===== src/rtl/spiw_pkg.sv =====
package spiw_pkg;

    localparam int DATA_W = 16;
    localparam int CMD_W  = 8;
    localparam int LEN_W  = $clog2(DATA_W) + 1;

    // status flag positions
    localparam int ST_BADCMD = 4;
    localparam int ST_ABORT  = 7;

    // command flag positions
    localparam int CB_ONE    = 4;
    localparam int CB_MASTER = 5;
    localparam int CB_RISE   = 6;

    typedef enum logic [1:0] {
        PH_IDLE   = 2'd0,
        PH_DRIVE  = 2'd1,
        PH_SAMPLE = 2'd2
    } phase_e;

    function automatic logic cmd_legal(input logic [CMD_W-1:0] c);
        return c[CB_ONE] && !c[CB_MASTER];
    endfunction

    function automatic logic [LEN_W-1:0] cmd_len(input logic [CMD_W-1:0] c);
        logic [LEN_W-1:0] l;
        l = LEN_W'(c[3:0]);
        if (l == '0) l = LEN_W'(DATA_W);
        return l;
    endfunction

endpackage


===== src/rtl/spiw_sync.sv =====
module spiw_sync #(
    parameter int               WIDTH   = 1,
    parameter int               STAGES  = 2,
    parameter logic [WIDTH-1:0] RST_VAL = '0
) (
    input  logic             clk,
    input  logic             rst_n,
    input  logic [WIDTH-1:0] async_i,
    output logic [WIDTH-1:0] sync_o
);

    logic [WIDTH-1:0] chain_q [STAGES];
    logic [WIDTH-1:0] chain_d [STAGES];

    generate
        for (genvar s = 0; s < STAGES; s++) begin : g_stage
            if (s == 0) begin : g_first
                assign chain_d[s] = async_i;
            end else begin : g_rest
                assign chain_d[s] = chain_q[s-1];
            end
            always_ff @(posedge clk or negedge rst_n) begin
                if (!rst_n) chain_q[s] <= RST_VAL;
                else        chain_q[s] <= chain_d[s];
            end
        end
    endgenerate

    assign sync_o = chain_q[STAGES-1];

endmodule


===== src/rtl/spiw_tick.sv =====
module spiw_tick #(
    parameter int DIV = 32
) (
    input  logic clk,
    input  logic rst_n,
    input  logic restart,
    output logic tick
);

    generate
        if (DIV <= 1) begin : g_pass
            logic unused_restart;
            assign unused_restart = restart;
            assign tick = 1'b1;
        end else begin : g_div
            localparam int CW = $clog2(DIV);
            localparam logic [CW-1:0] LAST = CW'(DIV - 1);
            logic [CW-1:0] cnt_d, cnt_q;

            always_comb begin
                cnt_d = cnt_q;
                if (restart)            cnt_d = '0;
                else if (cnt_q == LAST) cnt_d = '0;
                else                    cnt_d = cnt_q + 1'b1;
            end

            always_ff @(posedge clk or negedge rst_n) begin
                if (!rst_n) cnt_q <= '0;
                else        cnt_q <= cnt_d;
            end

            assign tick = !restart && (cnt_q == LAST);

            // ticks are spaced, never two in a row
            AST_TICK_SPACED: assert property (@(posedge clk) disable iff (!rst_n)
                tick |=> !tick);
        end
    endgenerate

endmodule


===== src/rtl/spiw_core.sv =====
module spiw_core
    import spiw_pkg::*;
#(
    parameter int TMO_W = 8
) (
    input  logic              clk,
    input  logic              rst_n,
    input  logic              cmd_wr,
    input  logic [CMD_W-1:0]  cmd_wdata,
    input  logic              buf_wr,
    input  logic [DATA_W-1:0] buf_wdata,
    input  logic              tmo_wr,
    input  logic [TMO_W-1:0]  tmo_wdata,
    input  logic              sclk_s,
    input  logic              mosi_s,
    input  logic              ss_fall,
    input  logic              tick,
    output logic              tick_restart,
    output logic [CMD_W-1:0]  cmd_o,
    output logic [DATA_W-1:0] buf_o,
    output logic [7:0]        status_o,
    output logic              busy_o,
    output logic              miso_o
);

    localparam int TMR_W = TMO_W + 1;
    localparam int SH_W  = LEN_W;

    typedef struct packed {
        phase_e              ph;
        logic [CMD_W-1:0]    cmd;
        logic [DATA_W-1:0]   data;
        logic [7:0]          status;
        logic [TMO_W-1:0]    tmo;
        logic [LEN_W-1:0]    left;
        logic [TMR_W-1:0]    tmr;
        logic                miso;
    } core_s;

    core_s st_d, st_q;

    logic [TMR_W-1:0] reload_val;
    logic             want_lvl;
    logic [LEN_W-1:0] len_w;
    logic [SH_W-1:0]  align_sh;
    logic             restart_d;

    assign reload_val = (st_q.tmo == '0) ? TMR_W'(1 << TMO_W) : TMR_W'(st_q.tmo);
    assign len_w      = cmd_len(st_q.cmd);
    assign align_sh   = SH_W'(DATA_W) - SH_W'(len_w);

    always_comb begin
        // level awaited in the current phase
        if (st_q.ph == PH_DRIVE) want_lvl = st_q.cmd[CB_RISE] ? 1'b0 : 1'b1;
        else                     want_lvl = st_q.cmd[CB_RISE] ? 1'b1 : 1'b0;
    end

    always_comb begin
        st_d      = st_q;
        restart_d = 1'b0;
        if (tmo_wr) st_d.tmo = tmo_wdata;

        unique case (st_q.ph)
            PH_IDLE: begin
                if (ss_fall) begin
                    if (cmd_legal(st_q.cmd)) begin
                        st_d.data = st_q.data << align_sh;
                        st_d.left = len_w;
                        st_d.tmr  = reload_val;
                        st_d.ph   = PH_DRIVE;
                        restart_d = 1'b1;
                    end else begin
                        st_d.status[ST_BADCMD] = 1'b1;
                        st_d.cmd               = '0;
                    end
                end else begin
                    if (cmd_wr) begin
                        st_d.cmd    = cmd_wdata;
                        st_d.status = '0;
                    end
                    if (buf_wr) st_d.data = buf_wdata;
                end
            end

            PH_DRIVE, PH_SAMPLE: begin
                if (sclk_s == want_lvl) begin
                    st_d.tmr  = reload_val;
                    restart_d = 1'b1;
                    if (st_q.ph == PH_DRIVE) begin
                        st_d.miso = st_q.data[DATA_W-1];
                        st_d.data = {st_q.data[DATA_W-2:0], 1'b0};
                        st_d.ph   = PH_SAMPLE;
                    end else begin
                        st_d.data[0] = mosi_s;
                        if (st_q.left == LEN_W'(1)) begin
                            st_d.ph   = PH_IDLE;
                            st_d.cmd  = '0;
                            st_d.left = '0;
                            restart_d = 1'b0;
                        end else begin
                            st_d.left = st_q.left - 1'b1;
                            st_d.ph   = PH_DRIVE;
                        end
                    end
                end else if (tick) begin
                    if (st_q.tmr == TMR_W'(1)) begin
                        st_d.ph               = PH_IDLE;
                        st_d.cmd              = '0;
                        st_d.left             = '0;
                        st_d.status[ST_ABORT] = 1'b1;
                    end else begin
                        st_d.tmr = st_q.tmr - 1'b1;
                    end
                end
            end

            default: st_d.ph = PH_IDLE;
        endcase
    end

    always_ff @(posedge clk or negedge rst_n) begin
        if (!rst_n) begin
            st_q      <= '0;
            st_q.ph   <= PH_IDLE;
        end else begin
            st_q      <= st_d;
        end
    end

    assign tick_restart = restart_d;
    assign cmd_o        = st_q.cmd;
    assign buf_o        = st_q.data;
    assign status_o     = st_q.status;
    assign busy_o       = (st_q.ph != PH_IDLE);
    assign miso_o       = st_q.miso;

    AST_BUSY_LEGAL: assert property (@(posedge clk) disable iff (!rst_n)
        busy_o |-> cmd_legal(cmd_o));

    AST_LEFT_RANGE: assert property (@(posedge clk) disable iff (!rst_n)
        busy_o |-> (st_q.left != '0 && st_q.left <= LEN_W'(DATA_W)));

    AST_END_CLEARS: assert property (@(posedge clk) disable iff (!rst_n)
        $fell(busy_o) |-> (cmd_o == '0));

    AST_BUSY_WRITE: assert property (@(posedge clk) disable iff (!rst_n)
        (busy_o && cmd_wr) |=> (cmd_o == $past(cmd_o) || cmd_o == '0));

    AST_BADCMD_IDLE: assert property (@(posedge clk) disable iff (!rst_n)
        $rose(status_o[ST_BADCMD]) |-> !busy_o);

    AST_TMR_LIVE: assert property (@(posedge clk) disable iff (!rst_n)
        busy_o |-> (st_q.tmr != '0));

endmodule


===== src/rtl/spiw_top.sv =====
module spiw_top
    import spiw_pkg::*;
#(
    parameter int TICK_DIV    = 32,
    parameter int SYNC_STAGES = 2
) (
    input  logic        clk,
    input  logic        rst_n,
    input  logic        cmd_wr,
    input  logic [7:0]  cmd_wdata,
    input  logic        buf_wr,
    input  logic [15:0] buf_wdata,
    input  logic        tmo_wr,
    input  logic [7:0]  tmo_wdata,
    output logic [7:0]  cmd_rd,
    output logic [15:0] buf_rd,
    output logic [7:0]  status_rd,
    output logic        busy,
    input  logic        spi_sclk,
    input  logic        spi_mosi,
    input  logic        spi_ss_n,
    output logic        spi_miso
);

    logic [2:0] pins_s;
    logic       ss_prev_q, ss_prev_d;
    logic       ss_fall;
    logic       tick, tick_restart;

    spiw_sync #(
        .WIDTH   (3),
        .STAGES  (SYNC_STAGES),
        .RST_VAL (3'b100)
    ) u_sync (
        .clk     (clk),
        .rst_n   (rst_n),
        .async_i ({spi_ss_n, spi_mosi, spi_sclk}),
        .sync_o  (pins_s)
    );

    assign ss_prev_d = pins_s[2];
    always_ff @(posedge clk or negedge rst_n) begin
        if (!rst_n) ss_prev_q <= 1'b1;
        else        ss_prev_q <= ss_prev_d;
    end
    assign ss_fall = ss_prev_q && !pins_s[2];

    spiw_tick #(
        .DIV (TICK_DIV)
    ) u_tick (
        .clk     (clk),
        .rst_n   (rst_n),
        .restart (tick_restart),
        .tick    (tick)
    );

    spiw_core #(
        .TMO_W (8)
    ) u_core (
        .clk          (clk),
        .rst_n        (rst_n),
        .cmd_wr       (cmd_wr),
        .cmd_wdata    (cmd_wdata),
        .buf_wr       (buf_wr),
        .buf_wdata    (buf_wdata),
        .tmo_wr       (tmo_wr),
        .tmo_wdata    (tmo_wdata),
        .sclk_s       (pins_s[0]),
        .mosi_s       (pins_s[1]),
        .ss_fall      (ss_fall),
        .tick         (tick),
        .tick_restart (tick_restart),
        .cmd_o        (cmd_rd),
        .buf_o        (buf_rd),
        .status_o     (status_rd),
        .busy_o       (busy),
        .miso_o       (spi_miso)
    );

    AST_START_ON_FALL: assert property (@(posedge clk) disable iff (!rst_n)
        $rose(busy) |-> $past(ss_fall));

endmodule


===== config.mk =====
export PLATFORM = sky130hd
export DESIGN_NAME = spiw_top
export DESIGN_NICKNAME = d
export VERILOG_FILES = /design/src/rtl/spiw_pkg.sv /design/src/rtl/spiw_sync.sv /design/src/rtl/spiw_tick.sv /design/src/rtl/spiw_core.sv /design/src/rtl/spiw_top.sv
export SDC_FILE = /design/constraint.sdc
export NUM_CORES = 1
export LEC_CHECK = 0
export BUFFER_PORTS_ARGS = -buffer_cell sky130_fd_sc_hd__clkbuf_2
export CAP_MARGIN = 25
export CORE_MARGIN = 2
export CORE_UTILIZATION = 55
export DETAILED_ROUTE_END_ITERATION = 12
export PLACE_DENSITY = 0.78
export SLEW_MARGIN = 40
export SYNTH_ARGS = -nofsm -noshare
export SYNTH_HDL_FRONTEND = slang
export SYNTH_SLANG_ARGS = --single-unit

===== constraint.sdc =====
create_clock -name clk -period 2.8 [get_ports clk]
set_input_delay 0.56 -clock clk [delete_from_list [all_inputs] [get_ports clk]]
set_output_delay 0.56 -clock clk [all_outputs]
set_load 0.01 [all_outputs]

==> metrics.txt, run 1 <==
# TYPE chip_impl_metric gauge
chip_impl_metric{name="max_slew.worst_pin.slew",unit="ns"} 0.709
chip_impl_info{name="critical_path.reg2reg.startpoint",value="u_core.st_q[55]"} 1
chip_impl_metric{name="critical_path_required",unit="ns"} 3.02
chip_impl_metric{name="tritoncts.num_buffers",unit=""} 9
chip_impl_metric{name="regToRegSetupSlack",unit="ns"} 0.23
chip_impl_metric{name="yosys.area_share.simple",unit="%"} 16.8
chip_impl_info{name="critical_path_type",value="flop to flop"} 1
chip_impl_metric{name="cell_internal_pwr",unit="mW"} 3.56
chip_impl_metric{name="mappedNetlistArea",unit="µm²"} 4300
chip_impl_metric{name="floorplan.io_pins",unit=""} 74
chip_impl_metric{name="seq_area_frac_synth",unit="%"} 36.8
chip_impl_metric{name="numPortBuffers",unit=""} 67
chip_impl_metric{name="power.ir.vdd_worst",unit="V"} 0.000826
chip_impl_info{name="worst_setup_path_end_kind",value="flop"} 1
chip_impl_metric{name="die_height",unit="µm"} 92.4
chip_impl_metric{name="power.share.sequential",unit="%"} 24.8
chip_impl_metric{name="vias_in_the_first_global_route",unit=""} 3607
chip_impl_metric{name="report.final.hold_viol_count",unit=""} 0
chip_impl_metric{name="count_of_cells_resized_by_post_cts_repair",unit=""} 0
chip_impl_metric{name="cap_viol_max_count",unit=""} 0
chip_impl_metric{name="postSynth.asyncResetShare",unit="%"} 100
chip_impl_metric{name="area_growth_syn_to_layout",unit="%"} 11.3
chip_impl_metric{name="synth_enable_flop_cells",unit=""} 0
chip_impl_info{name="busiest_layer",value="met2"} 1
chip_impl_metric{name="fillCellCount",unit=""} 672
chip_impl_metric{name="clkSinkCount",unit=""} 63
chip_impl_info{name="synthFlopType",value="sky130_fd_sc_hd__dfrtp_1"} 1
chip_impl_metric{name="insertion_delay",unit="ns"} 0.34
chip_impl_metric{name="global_route_met3_usage",unit="%"} 4.07
chip_impl_metric{name="wire_per_inst",unit="µm"} 17.7
chip_impl_metric{name="antenna_found_initial",unit=""} 0
chip_impl_metric{name="dp.cells",unit=""} 590
chip_impl_metric{name="final.setup_skew",unit="ns"} 0.00761
chip_impl_metric{name="post_synth_inst_count",unit=""} 453
chip_impl_metric{name="timing_max_transition_violations_final",unit=""} 0
chip_impl_metric{name="critical_path_arrival",unit="ns"} 2.78
chip_impl_info{name="most-common-layout-cells",value="67 x sky130_fd_sc_hd__clkbuf_2, 60 x sky130_fd_sc_hd__dfrtp_1, 50 x sky130_fd_sc_hd__nand2_1, 30 x sky130_fd_sc_hd__nor2_1, 26 x sky130_fd_sc_hd__o21ai_0"} 1
chip_impl_metric{name="drt-vias-per-instance",unit=""} 6.17
chip_impl_metric{name="postLayoutCellArea",unit="µm²"} 4780
chip_impl_metric{name="final_min_period_over_clock_period",unit="%"} 91.8
chip_impl_metric{name="cellPowerDensity",unit="nW/µm²"} 1410
chip_impl_metric{name="post_synth_num_cell_types",unit=""} 70
chip_impl_metric{name="start_util",unit="%"} 56.2
chip_impl_metric{name="depth_of_the_worst_register_to_register_path",unit=""} 8
chip_impl_metric{name="tns",unit="ns"} 0
chip_impl_metric{name="fin_nets",unit=""} 551
chip_impl_metric{name="gr-usage-met2",unit="%"} 42.6
chip_impl_metric{name="synth_warnings",unit=""} 0
chip_impl_metric{name="post_synth_xor_area_fraction",unit="%"} 2.21
chip_impl_metric{name="hold_slack",unit="ns"} 0.258
chip_impl_metric{name="combPwrFrac",unit="%"} 62.8
chip_impl_metric{name="core_area",unit="µm²"} 7650
chip_impl_info{name="hold_path.class",value="input pin to async pin"} 1
chip_impl_metric{name="globalRouteTotalUtil",unit="%"} 26.4
chip_impl_metric{name="power.share.clock",unit="%"} 12.4
chip_impl_info{name="worst_setup_path_startpoint",value="u_core.st_q[55]"} 1
chip_impl_metric{name="post_cts_hold_buffer_count",unit=""} 0
chip_impl_metric{name="die_x",unit="µm"} 92.4
chip_impl_metric{name="finalNonFillerCells",unit=""} 606
chip_impl_info{name="reg2reg_to",value="u_core.st_q[10]"} 1
chip_impl_metric{name="p_sw_share",unit="%"} 47.3
chip_impl_metric{name="synth_seq_cells",unit=""} 63
chip_impl_metric{name="smallest_setup_slack_after_layout",unit="ns"} 0.231
chip_impl_metric{name="remaining_drc_errors",unit=""} 0
chip_impl_metric{name="total_leakage_power",unit="nW"} 2.22
chip_impl_info{name="synth_top_family_by_area",value="compound AO/OA/AOI/OAI gates"} 1
chip_impl_metric{name="grt_max_degree",unit=""} 38
chip_impl_info{name="commonest_non_fill_non_tap_cell_in_the_layout",value="sky130_fd_sc_hd__clkbuf_2"} 1
chip_impl_metric{name="initialDrtViolationCount",unit=""} 309
chip_impl_metric{name="layout.core_utilization",unit="%"} 62.5
chip_impl_metric{name="final_antenna_net_count",unit=""} 0
chip_impl_metric{name="std_cell_rows",unit=""} 32
chip_impl_metric{name="gp_congestion",unit=""} 0.973
chip_impl_info{name="cts_tree",value="yes"} 1
chip_impl_info{name="setup.worst_path.start_class",value="flop"} 1
chip_impl_metric{name="achievable_freq",unit="GHz"} 0.389
chip_impl_metric{name="multi_input_area",unit="µm²"} 2310
chip_impl_metric{name="worst-path-max-fanout",unit=""} 29
chip_impl_metric{name="detailroute.via_count",unit=""} 3742
chip_impl_metric{name="floorplan.die_area",unit="µm²"} 8530
chip_impl_metric{name="synthesized_area_fraction_occupied_by_ao_oa_aoi_and_oai_cells",unit="%"} 20.1
chip_impl_metric{name="slew_headroom",unit="%"} 52.7
chip_impl_metric{name="postCtsSetupRepairBufs",unit=""} 0
chip_impl_metric{name="setup_viol",unit=""} 0
chip_impl_metric{name="htreeDepth",unit=""} 3
chip_impl_metric{name="power.total",unit="mW"} 6.76
chip_impl_metric{name="yosys.area_share.adder",unit="%"} 3.50
chip_impl_metric{name="fin_crit",unit="ns"} 2.57
chip_impl_metric{name="grt_pass1_wl",unit="mm"} 17.8
chip_impl_metric{name="post-dp-hpwl",unit="mm"} 7.80
chip_impl_metric{name="avgSynthCellArea",unit="µm²"} 9.48
chip_impl_metric{name="drt_pre_antenna_iters",unit=""} 4
chip_impl_metric{name="grt_overflow_total",unit=""} 0
chip_impl_metric{name="net-switching-power",unit="mW"} 3.20
chip_impl_metric{name="ctsLongestPathBuffers",unit=""} 2
chip_impl_metric{name="post_route_cells_drive_above_1_share",unit="%"} 27.8
chip_impl_metric{name="wl",unit="mm"} 10.7
chip_impl_metric{name="globalRouteMet1Util",unit="%"} 35.1
chip_impl_metric{name="antenna_cells",unit=""} 0
chip_impl_info{name="outcome",value="complete, no violations"} 1
chip_impl_info{name="rsz0062_at_grt",value="no"} 1
chip_impl_metric{name="place_worst_setup_slack",unit="ns"} 0.0796
chip_impl_metric{name="placed_cell_area",unit="µm²"} 4570
chip_impl_metric{name="seq_area",unit="µm²"} 1580
chip_impl_metric{name="clk_pin_slew",unit="ns"} 0.07
chip_impl_info{name="library_cell_used_as_clock_root_buffer",value="sky130_fd_sc_hd__clkbuf_8"} 1
chip_impl_metric{name="post_synth_mux_area_share",unit="%"} 10.6
power groups by stage:
stage          registers, mW  clock network, mW  logic, mW
2_1_floorplan           1.54                  0       3.37
3_3_place_gp            1.66                  0       4.09
3_5_place_dp            1.67                  0       4.20
4_1_cts                 1.66              0.851       4.21
5_1_grt                 1.72              0.893       4.66
6_report                1.67              0.837       4.25
per-layer routing:
layer	vias up	wire length [µm]
met5	-	0
li1	1737	-
met2	168	5200
met1	1805	4430
met4	0	370
met3	32	704
cell families after synthesis:
| kind of cell | count (synthesis) |
|---|---|
| multiplexers | 35 |
| flip-flops | 63 |
| adder cells (fa/ha/maj) | 12 |
| XOR/XNOR | 7 |
| buffers and inverters | 72 |
| AO/OA/AOI/OAI | 120 |
| AND/OR/NAND/NOR | 143 |
| other | 1 |
how the worst max path moves through the flow:
stage                            endpoint  slack (ns)  cells past startpoint
after floorplan           u_core.st_q[10]        0.29                      8
after global placement    u_core.st_q[10]        0.17                      8
after detailed placement  u_core.st_q[10]        0.08                      8
after CTS                 u_core.st_q[10]        0.04                      8
after global routing      u_core.st_q[10]        0.13                      8
final                     u_core.st_q[10]        0.23                      8
flip-flops by register name (all words and copies together) (netlist names):
| signal | cells |
|---|---|
| u_core.st_q | 24 |
| u_core.buf_o | 16 |
| u_core.cmd_o | 8 |
| u_tick.g_div.cnt_q | 5 |
| u_sync.chain_d | 3 |
| u_sync.sync_o | 3 |
| u_core.status_o | 2 |
| ss_prev_q | 1 |
| u_core.miso_o | 1 |
area by class of cell:
class                   instances  share of cell area (%)
clock buffers                  13                    3.53
clock inverters                 3                   0.838
inverters                      16                    1.26
multi-input cells             323                    48.4
flip-flops and latches         63                    33.1
well taps                     102                    2.67
repair buffers                 86                    10.3
critical path: stages (launching register included):
cell	delay, ns
sky130_fd_sc_hd__dfrtp_1	0.41
sky130_fd_sc_hd__inv_1	0.09
sky130_fd_sc_hd__ha_1	0.34
sky130_fd_sc_hd__buf_4	0.33
sky130_fd_sc_hd__nand4b_1	0.25
sky130_fd_sc_hd__a41o_4	0.33
sky130_fd_sc_hd__a21o_1	0.24
sky130_fd_sc_hd__nand2_1	0.12
sky130_fd_sc_hd__mux2_1	0.33
cell usage after synthesis, drive strengths merged, types with 5 or more instances:
library cell / n / area share [%]
clkbuf: 17 / 1.5
o211ai: 6 / 1.0
nand2b: 8 / 1.2
a221oi: 6 / 1.2
a22o: 11 / 2.2
a21oi: 14 / 1.6
mux2i: 14 / 3.3
and3: 11 / 1.6
nand2: 52 / 4.8
o311ai: 6 / 1.4
dfrtp: 60 / 35
nand3: 11 / 1.3
inv: 16 / 1.4
a31oi: 12 / 1.7
nor4: 6 / 0.87
ha: 12 / 3.5
o21ai: 27 / 3.1
mux4: 7 / 3.7
o22ai: 5 / 0.73
nor2: 30 / 2.6
a211oi: 6 / 1.0
buf: 39 / 7.0
mux2: 14 / 3.7
(Power assumes the default switching activity.)
==> run 2: changes to the inputs <==
Settings changed: CORE_UTILIZATION 55 to 45, CTS_BUF_LIST from default to sky130_fd_sc_hd__clkbuf_2, PLACE_DENSITY 0.78 to 0.66.
==> metrics.txt, run 2 (same netlist as run 1, synthesis figures left out) <==
# TYPE chip_impl_metric gauge
chip_impl_metric{name="antenna_cells",unit=""} 0
chip_impl_metric{name="tritoncts.num_buffers",unit=""} 9
chip_impl_metric{name="initialDrtViolationCount",unit=""} 188
chip_impl_metric{name="timing_max_transition_violations_final",unit=""} 0
chip_impl_metric{name="tns",unit="ns"} 0
chip_impl_info{name="library_cell_used_as_clock_root_buffer",value="sky130_fd_sc_hd__clkbuf_2"} 1
chip_impl_metric{name="remaining_drc_errors",unit=""} 0
chip_impl_metric{name="fillCellCount",unit=""} 891
chip_impl_metric{name="cellPowerDensity",unit="nW/µm²"} 1380
chip_impl_metric{name="final.setup_skew",unit="ns"} 0.0359
chip_impl_metric{name="critical_path_required",unit="ns"} 3.18
chip_impl_metric{name="max_slew.worst_pin.slew",unit="ns"} 0.629
chip_impl_metric{name="die_x",unit="µm"} 102
chip_impl_metric{name="globalRouteTotalUtil",unit="%"} 22.2
chip_impl_metric{name="ctsLongestPathBuffers",unit=""} 2
chip_impl_info{name="outcome",value="complete, no violations"} 1
chip_impl_metric{name="fin_nets",unit=""} 554
chip_impl_metric{name="postCtsSetupRepairBufs",unit=""} 0
chip_impl_metric{name="worst-path-max-fanout",unit=""} 6
chip_impl_metric{name="antenna_found_initial",unit=""} 0
chip_impl_metric{name="clkSinkCount",unit=""} 63
chip_impl_metric{name="std_cell_rows",unit=""} 35
chip_impl_metric{name="critical_path_arrival",unit="ns"} 3.01
chip_impl_metric{name="slew_headroom",unit="%"} 57.8
chip_impl_info{name="critical_path_type",value="flop to flop"} 1
chip_impl_metric{name="achievable_freq",unit="GHz"} 0.380
chip_impl_metric{name="setup_viol",unit=""} 0
chip_impl_metric{name="final_min_period_over_clock_period",unit="%"} 94.1
chip_impl_info{name="commonest_non_fill_non_tap_cell_in_the_layout",value="sky130_fd_sc_hd__clkbuf_2"} 1
chip_impl_metric{name="grt_pass1_wl",unit="mm"} 17.9
chip_impl_metric{name="cap_viol_max_count",unit=""} 0
chip_impl_metric{name="power.ir.vdd_worst",unit="V"} 0.000549
chip_impl_info{name="rsz0062_at_grt",value="no"} 1
chip_impl_metric{name="numPortBuffers",unit=""} 67
chip_impl_metric{name="total_leakage_power",unit="nW"} 2.19
chip_impl_metric{name="drt-vias-per-instance",unit=""} 5.85
chip_impl_info{name="setup.worst_path.start_class",value="flop"} 1
chip_impl_metric{name="floorplan.io_pins",unit=""} 74
chip_impl_metric{name="finalNonFillerCells",unit=""} 636
chip_impl_metric{name="post-dp-hpwl",unit="mm"} 8.00
chip_impl_metric{name="floorplan.die_area",unit="µm²"} 10300
chip_impl_info{name="most-common-layout-cells",value="77 x sky130_fd_sc_hd__clkbuf_2, 60 x sky130_fd_sc_hd__dfrtp_1, 50 x sky130_fd_sc_hd__nand2_1, 30 x sky130_fd_sc_hd__nor2_1, 26 x sky130_fd_sc_hd__o21ai_0"} 1
chip_impl_metric{name="htreeDepth",unit=""} 3
chip_impl_info{name="worst_setup_path_end_kind",value="flop"} 1
chip_impl_metric{name="detailroute.via_count",unit=""} 3722
chip_impl_metric{name="final_antenna_net_count",unit=""} 0
chip_impl_metric{name="wire_per_inst",unit="µm"} 17.1
chip_impl_metric{name="grt_max_degree",unit=""} 64
chip_impl_metric{name="report.final.hold_viol_count",unit=""} 0
chip_impl_info{name="hold_path.class",value="input pin to async pin"} 1
chip_impl_metric{name="drt_pre_antenna_iters",unit=""} 5
chip_impl_metric{name="area_growth_syn_to_layout",unit="%"} 10.0
chip_impl_metric{name="gp_congestion",unit=""} 0.933
chip_impl_metric{name="smallest_setup_slack_after_layout",unit="ns"} 0.165
chip_impl_metric{name="fin_crit",unit="ns"} 2.63
chip_impl_metric{name="wl",unit="mm"} 10.9
chip_impl_metric{name="dp.cells",unit=""} 620
chip_impl_metric{name="place_worst_setup_slack",unit="ns"} 0.234
chip_impl_metric{name="post_route_cells_drive_above_1_share",unit="%"} 28.0
chip_impl_metric{name="grt_overflow_total",unit=""} 0
chip_impl_metric{name="core_area",unit="µm²"} 9240
chip_impl_metric{name="die_height",unit="µm"} 102
chip_impl_metric{name="clk_pin_slew",unit="ns"} 0.20
chip_impl_metric{name="start_util",unit="%"} 46.5
chip_impl_metric{name="post_cts_hold_buffer_count",unit=""} 0
chip_impl_metric{name="largest_register_ff_count",unit=""} 24
chip_impl_info{name="top_register",value="u_core.st_q"} 1
chip_impl_info{name="cts_tree",value="yes"} 1
chip_impl_metric{name="insertion_delay",unit="ns"} 0.50
chip_impl_metric{name="count_of_cells_resized_by_post_cts_repair",unit=""} 0
chip_impl_metric{name="vias_in_the_first_global_route",unit=""} 3603
[run 2: cell types whose count changed in the layout (fill, tap and decap cells not counted), sizes merged]
cell,previous run,this run
clkbuf,80,77
clkinv,2,4
buf,19,22
clkinvlp,0,1
[run 2: per-layer routing]
metal / vias to the layer above / track usage [%] / share of wire (%)
li1: 1745 / - / -
met1: 1790 / 29.4 / 43
met2: 152 / 35.9 / 47
met3: 35 / 4.21 / 6.5
met4: 0 / 8.73 / 2.8
met5: - / 0 / 0
[run 2: path summary, 6_finish.rpt]
check	start	endpoint	slack [ns]	cells after the start
min reg2reg	u_sync.chain_d[2]	u_sync.sync_o[2]	0.37	0
max in group asynchronous	rst_n	u_core.st_q[10]	2.26	2
max	u_core.st_q[56]	u_core.st_q[10]	0.17	8
min	rst_n	u_core.buf_o[12]	0.1	2
min in group clk	spi_ss_n	u_sync.chain_d[2]	0.10	1
max reg2reg	u_core.st_q[56]	u_core.st_q[10]	0.17	8
[run 2: worst max-delay path, stage by stage, from the launching register on]
cell and delay, ns:
sky130_fd_sc_hd__dfrtp_1 0.45, sky130_fd_sc_hd__inv_1 0.09, sky130_fd_sc_hd__ha_1 0.18, sky130_fd_sc_hd__xor3_1 0.48, sky130_fd_sc_hd__or3_1 0.36, sky130_fd_sc_hd__a41o_4 0.30, sky130_fd_sc_hd__a21o_1 0.22, sky130_fd_sc_hd__nand2_1 0.12
sky130_fd_sc_hd__mux2_1 0.32
[run 2: power by group]
group          internal, mW  switching [mW]
clock                 0.207           0.364
sequential             1.25           0.417
combinational          1.86            2.42
total                  3.32            3.20
[run 2: per-stage QoR]
step / hold WS (ns) / util (%) / power (mW) / instance area [µm²]
global route: 0.0249 / 51.1 / 7.04 / 4730
detailed placement: 0.338 / 49.9 / 5.92 / 4610
finish: 0.0988 / 51.1 / 6.52 / 4730
floorplan: 0.264 / - / 4.92 / 4310
CTS: 0.0546 / 51.1 / 6.50 / 4720
global placement: 0.335 / 49.9 / 5.85 / 4610
[run 2: final cells by class]
class	instances	area [µm²]	share of cell area [%]
Sequential cell	63	1580	33.4
Clock buffer	10	50.0	1.06
Timing Repair Buffer	89	504	10.7
Inverter	16	60.1	1.27
Multi-Input combinational cell	323	2310	48.8
Clock inverter	6	61.3	1.30
Tap cell	129	161	3.42
